File: src/rtl/fold_pkg.sv
package fold_pkg;

  // Direction of the quarter-band readout offset.
  typedef enum logic [0:0] {
    SHIFT_DOWN = 1'b0,
    SHIFT_UP   = 1'b1
  } rot_dir_e;

endpackage

File: src/rtl/fold_addr_map.sv
module fold_addr_map #(
  parameter int N    = 16,
  parameter int NOS  = 20,
  parameter int FMAX = 9,
  localparam int LOGN = $clog2(N),
  localparam int IW   = $clog2(NOS)
) (
  input  logic [IW-1:0]   idx,
  output logic [LOGN-1:0] addr,
  output logic            keep
);

  localparam logic signed [IW+1:0] NOS_S = $signed((IW+2)'(NOS));

  logic signed [IW+1:0] freq;
  logic signed [IW+1:0] mag;

  // Signed frequency of the bin, then its magnitude for the skip test.
  always_comb begin
    freq = $signed({2'b00, idx});
    if (int'(idx) >= NOS / 2) freq = freq - NOS_S;
    mag = (freq < 0) ? -freq : freq;
  end

  // Two's-complement low bits give f mod N for power-of-two N.
  assign addr = freq[LOGN-1:0];
  assign keep = (int'(mag) <= FMAX);

endmodule

File: src/rtl/fold_bank.sv
module fold_bank #(
  parameter int N  = 16,
  parameter int W  = 12,
  parameter int AW = 13,
  localparam int LOGN = $clog2(N)
) (
  input  logic                 clk,
  input  logic                 rst_n,
  input  logic                 wr_en,
  input  logic [LOGN-1:0]      wr_addr,
  input  logic signed [W-1:0]  wr_re,
  input  logic signed [W-1:0]  wr_im,
  input  logic                 clr,
  input  logic [LOGN-1:0]      rd_addr,
  output logic signed [AW-1:0] rd_re,
  output logic signed [AW-1:0] rd_im
);

  logic signed [AW-1:0] acc_re [N];
  logic signed [AW-1:0] acc_im [N];
  logic [N-1:0]         touched;

  logic signed [AW-1:0] add_re;
  logic signed [AW-1:0] add_im;

  assign add_re = AW'(wr_re);
  assign add_im = AW'(wr_im);

  // First hit on an address overwrites, later hits accumulate.
  always_ff @(posedge clk) begin
    if (wr_en) begin
      if (touched[wr_addr]) begin
        acc_re[wr_addr] <= acc_re[wr_addr] + add_re;
        acc_im[wr_addr] <= acc_im[wr_addr] + add_im;
      end else begin
        acc_re[wr_addr] <= add_re;
        acc_im[wr_addr] <= add_im;
      end
    end
  end

  always_ff @(posedge clk) begin
    if (!rst_n) begin
      touched <= '0;
    end else if (clr) begin
      touched <= '0;
    end else if (wr_en) begin
      touched[wr_addr] <= 1'b1;
    end
  end

  assign rd_re = touched[rd_addr] ? acc_re[rd_addr] : '0;
  assign rd_im = touched[rd_addr] ? acc_im[rd_addr] : '0;

endmodule

File: src/rtl/fold_round_sat.sv
module fold_round_sat #(
  parameter int AW    = 13,
  parameter int OW    = 11,
  parameter int SHIFT = 1
) (
  input  logic signed [AW-1:0] din,
  output logic signed [OW-1:0] dout
);

  localparam logic signed [AW:0] MAXV = {{(AW + 2 - OW){1'b0}}, {(OW - 1){1'b1}}};
  localparam logic signed [AW:0] MINV = ~MAXV;

  logic signed [AW:0] scaled;

  generate
    if (SHIFT > 0) begin : g_round
      localparam logic signed [AW:0] HALF = $signed((AW+1)'(1) << (SHIFT - 1));
      logic signed [AW:0] biased;
      assign biased = (AW+1)'(din) + HALF;
      assign scaled = biased >>> SHIFT;
    end else begin : g_pass
      assign scaled = (AW+1)'(din);
    end
  endgenerate

  always_comb begin
    if (scaled > MAXV)      dout = MAXV[OW-1:0];
    else if (scaled < MINV) dout = MINV[OW-1:0];
    else                    dout = scaled[OW-1:0];
  end

endmodule

File: src/rtl/fold_decim.sv
module fold_decim
  import fold_pkg::*;
#(
  parameter int       N         = 16,
  parameter int       NOS       = 20,
  parameter int       W         = 12,
  parameter int       OW        = 11,
  parameter int       OUT_SHIFT = 1,
  parameter int       FMAX      = 9,
  parameter rot_dir_e ROT_DIR   = SHIFT_DOWN,
  localparam int LOGN = $clog2(N),
  localparam int IW   = $clog2(NOS)
) (
  input  logic                 clk,
  input  logic                 rst_n,
  input  logic                 in_valid,
  output logic                 in_ready,
  input  logic [IW-1:0]        in_idx,
  input  logic signed [W-1:0]  in_re,
  input  logic signed [W-1:0]  in_im,
  output logic                 out_valid,
  input  logic                 out_ready,
  output logic [LOGN-1:0]      out_bin,
  output logic signed [OW-1:0] out_re,
  output logic signed [OW-1:0] out_im,
  output logic                 out_last
);

  localparam int FOLDS = (NOS + N - 1) / N;
  localparam int GUARD = $clog2(FOLDS);
  localparam int AW    = W + GUARD;
  localparam logic [IW-1:0]   LAST_IN  = IW'(NOS - 1);
  localparam logic [LOGN-1:0] LAST_OUT = LOGN'(N - 1);
  localparam logic [LOGN-1:0] QOFF     = LOGN'(N / 4);

  logic            wb;
  logic            rb;
  logic [1:0]      full;
  logic [IW-1:0]   in_cnt;
  logic [LOGN-1:0] rd_k;
  logic [LOGN-1:0] rd_addr;
  logic [LOGN-1:0] map_addr;
  logic            map_keep;
  logic            in_fire;
  logic            out_fire;
  logic            in_done;
  logic            out_done;

  assign in_ready  = !full[wb];
  assign out_valid = full[rb];
  assign in_fire   = in_valid && in_ready;
  assign out_fire  = out_valid && out_ready;
  assign in_done   = in_fire && (in_cnt == LAST_IN);
  assign out_done  = out_fire && (rd_k == LAST_OUT);

  fold_addr_map #(.N(N), .NOS(NOS), .FMAX(FMAX)) map_i (
    .idx  (in_idx),
    .addr (map_addr),
    .keep (map_keep)
  );

  // Bank sequencing: fill order and read order are the same.
  always_ff @(posedge clk) begin
    if (!rst_n) begin
      wb     <= 1'b0;
      rb     <= 1'b0;
      full   <= '0;
      in_cnt <= '0;
      rd_k   <= '0;
    end else begin
      if (in_fire)  in_cnt <= in_done ? '0 : in_cnt + 1'b1;
      if (in_done)  wb <= ~wb;
      if (out_fire) rd_k <= rd_k + 1'b1;
      if (out_done) rb <= ~rb;
      for (int b = 0; b < 2; b++) begin
        if (in_done && (wb == 1'(b)))        full[b] <= 1'b1;
        else if (out_done && (rb == 1'(b)))  full[b] <= 1'b0;
      end
    end
  end

  // Quarter-band derotation folded into the read address.
  generate
    if (ROT_DIR == SHIFT_DOWN) begin : g_rot_down
      assign rd_addr = rd_k - QOFF;
    end else begin : g_rot_up
      assign rd_addr = rd_k + QOFF;
    end
  endgenerate

  logic signed [AW-1:0] bank_re [2];
  logic signed [AW-1:0] bank_im [2];

  generate
    for (genvar b = 0; b < 2; b++) begin : g_bank
      fold_bank #(.N(N), .W(W), .AW(AW)) bank_i (
        .clk     (clk),
        .rst_n   (rst_n),
        .wr_en   (in_fire && map_keep && (wb == 1'(b))),
        .wr_addr (map_addr),
        .wr_re   (in_re),
        .wr_im   (in_im),
        .clr     (out_done && (rb == 1'(b))),
        .rd_addr (rd_addr),
        .rd_re   (bank_re[b]),
        .rd_im   (bank_im[b])
      );
    end
  endgenerate

  logic signed [AW-1:0] sel_re;
  logic signed [AW-1:0] sel_im;

  assign sel_re = rb ? bank_re[1] : bank_re[0];
  assign sel_im = rb ? bank_im[1] : bank_im[0];

  fold_round_sat #(.AW(AW), .OW(OW), .SHIFT(OUT_SHIFT)) fmt_re_i (
    .din  (sel_re),
    .dout (out_re)
  );

  fold_round_sat #(.AW(AW), .OW(OW), .SHIFT(OUT_SHIFT)) fmt_im_i (
    .din  (sel_im),
    .dout (out_im)
  );

  assign out_bin  = rd_k;
  assign out_last = (rd_k == LAST_OUT);

endmodule

File: config.mk
export PLATFORM = sky130hd
export DESIGN_NAME = fold_decim
export DESIGN_NICKNAME = d
export VERILOG_FILES = /design/src/rtl/fold_pkg.sv /design/src/rtl/fold_addr_map.sv /design/src/rtl/fold_bank.sv /design/src/rtl/fold_round_sat.sv /design/src/rtl/fold_decim.sv
export SDC_FILE = /design/constraint.sdc
export NUM_CORES = 1
export LEC_CHECK = 0
export BUFFER_PORTS_ARGS = -buffer_cell sky130_fd_sc_hd__buf_2
export CAP_MARGIN = 20
export CORE_UTILIZATION = 50
export CTS_CLUSTER_DIAMETER = 200
export DETAILED_ROUTE_END_ITERATION = 6
export PLACE_DENSITY = 0.65
export SETUP_SLACK_MARGIN = 0.15
export SLEW_MARGIN = 0
export SYNTH_ARGS = -nofsm -noshare
export SYNTH_HDL_FRONTEND = slang
export SYNTH_SLANG_ARGS = --single-unit
File: constraint.sdc
create_clock -name clk -period 7.7 [get_ports clk]
set_input_delay 0.385 -clock clk [delete_from_list [all_inputs] [get_ports clk]]
set_output_delay 0.385 -clock clk [all_outputs]
set_load 0.03 [all_outputs]
==> flow_metrics.env <==
export IMPL_clk_pin_slew_ns=0.06
export IMPL_endpoint_kind="output port"
export IMPL_drc=0
export IMPL_timing_final_ws_setup_ns=0.751
export IMPL_rsz0062_at_grt="no"
export IMPL_grt_pass1_wl_um=185000
export IMPL_drive_above_1_share=0.285
export IMPL_cts_buffer_depth=3
export IMPL_cp_max_fo=27
export IMPL_synth_area_leaders="edfxtp_1 56%, mux4_2 20%, mux4_1 2.8%"
export IMPL_clk_insertion_delay_late_ns=0.65
export IMPL_worstSetupStartpointType="register"
export IMPL_gp_congestion=0.965
export IMPL_crit_path_top_delay_cell="nand2_1"
export IMPL_die_w_um=300
export IMPL_routed_wl_um=127000
export IMPL_wire_per_inst_um=32.0
export IMPL_peakVddDrop_uv=167
export IMPL_grt_start_max_net_pins=109
export IMPL_pre_cts_ws_ns=1.09
export IMPL_root_buffer="clkbuf_16"
export IMPL_final_common_cell="edfxtp_1"
export IMPL_crit_chain="ha_1 > buf_4 > clkinv_2 > a221oi_2 > nand2_1 > nand2_1 > a22oi_1 > or3_4 > or3_4 > o41ai_2 > nor2_2 > o21ai_1 > buf_2"
export IMPL_period_share=0.902
export IMPL_arrival_ns=6.56
export IMPL_slew_viol_final=0
export IMPL_pin_count=62
export IMPL_min_period_ns=6.95
export IMPL_post_dp_hpwl_um=76600
export IMPL_syn_inst=2645
export IMPL_synth_nets=2741
export IMPL_grt_util_all_layers=0.285
export IMPL_final_hold_violation_count=0
export IMPL_die_y_um=300
export IMPL_syn_to_final_growth_pct=10.7
export IMPL_drtIter0Drc=2913
export IMPL_num_vias=26700
export IMPL_fin_hold_ws_ns=0.0546
export IMPL_cts_setup_buffers=0
export IMPL_grt_pass1_vias=27000
export IMPL_max_freq_ghz=0.144
export IMPL_path_delay_family="simple AND/OR/NAND/NOR gates"
export IMPL_antenna_found_initial=4
export IMPL_port_buffers=61
export IMPL_drt_vias_per_instance=6.74
export IMPL_cts_sinks=877
export IMPL_slowest_delay_ns=0.72
export IMPL_cap_violations=0
export IMPL_synth_seq_area_share=0.583
export IMPL_maxSlewHeadroom=0.208
export IMPL_numCtsBuffers=91
export IMPL_yosys_warnings=0
export IMPL_mostFrequentLayoutCells="832 x edfxtp_1, 401 x mux4_2, 322 x nand2_1, 92 x clkbuf_16, 91 x buf_4"
export IMPL_syn_cell_area_mm2=0.0444
export IMPL_synth_top_cell_area_share=0.563
export IMPL_grt_overflow_total=0
export IMPL_ctsResizeCount=0
export IMPL_tightest_slew_ns=1.19
export IMPL_hold_class="in -> reg"
export IMPL_synth_area_per_cell_um2=16.8
export IMPL_fin_nets=2820
export IMPL_postSynthRegisterBits=877
export IMPL_leakage_nw=16.1
export IMPL_synth_top_cell_by_area="edfxtp_1"
export IMPL_core_area_mm2=0.0874
export IMPL_final_setup_tns_ns=0
export IMPL_first_pass_iters=6
export IMPL_crit_required_ns=7.32
export IMPL_ys_async_sr_fraction=0
export IMPL_run_status="completed"
export IMPL_start_util=0.508
export IMPL_hold_buffers=0
export IMPL_synth_cell_types=81
export IMPL_die_area_mm2=0.0900
export IMPL_htreeDepth=3
export IMPL_setup_viol=0
export IMPL_rows=108
export IMPL_critPathBufInv=3
export IMPL_antenna_left=0
export IMPL_cts_tree="yes"
export IMPL_synth_edf_count=832
export IMPL_p_per_area_mw_per_mm2=240
export IMPL_path_class="reg -> out"
export IMPL_ys_flop_type="edfxtp_1"
export IMPL_fin_skew_ns=0.0240
==> path summary, 6_finish.rpt <==
kind,from,endpoint,slack [ns],cells past startpoint
hold / removal,rst_n,in_cnt[3],0.05,3
hold reg to reg,full[0],full[0],0.48,2
setup reg to reg,g_bank[0].bank_i.acc_re[5][0],g_bank[0].bank_i.acc_re[2][12],2.98,17
setup / recovery,out_bin[2],out_im[7],0.75,13
==> power breakdown <==
group / switching (mW) / internal, mW / leakage [nW] / total [mW]
sequential: 0.0169 / 5.80 / 7.85 / 5.82
clock: 1.87 / 2.63 / 1.50 / 4.50
combinational: 1.02 / 0.484 / 6.72 / 1.51
total: 2.91 / 8.91 / 16.1 / 11.8
==> state kept, by name (all words and copies together) (netlist names) <==
| signal | cells |
|---|---|
| g_bank.bank_i.acc_im | 416 |
| g_bank.bank_i.acc_re | 416 |
| g_bank.bank_i.touched | 32 |
| in_cnt | 5 |
| out_bin | 4 |
| full | 2 |
| rb | 1 |
| wb | 1 |
==> metrics by stage <==
stage	power [mW]	area [um2]	cells	util
final	11.8	49200	3962	0.562
after global placement	7.32	46100	3777	0.527
after global routing	12.2	49200	3960	0.562
after detailed placement	7.39	46100	3778	0.527
after CTS	11.8	49100	3949	0.562
after floorplan	6.86	44400	2645	-
==> tightest hold or removal path: stages <==
cell,delay (ns)
buf_2,0.11
nand2b_1,0.10
nor2_1,0.06
==> cells by family after synthesis <==
logic type	Yosys count	share of synthesized area
AO/OA/AOI/OAI	295	0.0464
XOR/XNOR	65	0.0128
adder cells (fa/ha/maj)	63	0.0184
buffers and inverters	219	0.0288
flip-flops	877	0.583
multiplexers	516	0.248
AND/OR/NAND/NOR	610	0.0629
==> routing by layer <==
layer / wire, um / up-vias / global-route usage
met5: 0 / - / 0
met4: 4290 / 0 / 0.106
met3: 12400 / 242 / 0.0660
li1: - / 11000 / -
met2: 61000 / 1398 / 0.451
met1: 49200 / 14000 / 0.388
==> synthesized netlist by cell type, types with 4 or more instances <==
master       n
edfxtp_1   832
mux4_2     401
nand2_1    322
clkbuf_1    83
nor2_1      74
and3_1      63
ha_1        59
a31oi_1     54
o21ai_0     50
mux4_1      47
mux2i_1     46
a21oi_1     45
dfxtp_1     45
inv_1       43
o21a_1      35
nand3_1     33
xor2_1      33
xnor2_1     32
buf_1       30
and2_1      25
nor3_1      23
mux2_2      19
nor4_1      17
buf_2       16
a21o_1      15
buf_12      15
buf_4       15
nor2b_1     14
nand2b_1    12
a22oi_1     10
buf_6       10
o21ai_1      9
a211oi_1     8
a21boi_0     8
nand4_1      8
o2111ai_1    8
a221oi_2     6
clkbuf_8     5
o31ai_1      5
a32oi_1      4
fa_1         4
or2_2        4
==> cell type report <==
class	instances	area (um2)
well taps	1155	1450
flip-flops and latches	877	25900
clock buffers	115	2450
repair buffers	161	1170
multi-input cells	1549	17400
clock inverters	56	586
diodes	5	12.5
inverters	44	166
fillers	6546	38300
(Power assumes the default switching activity.)
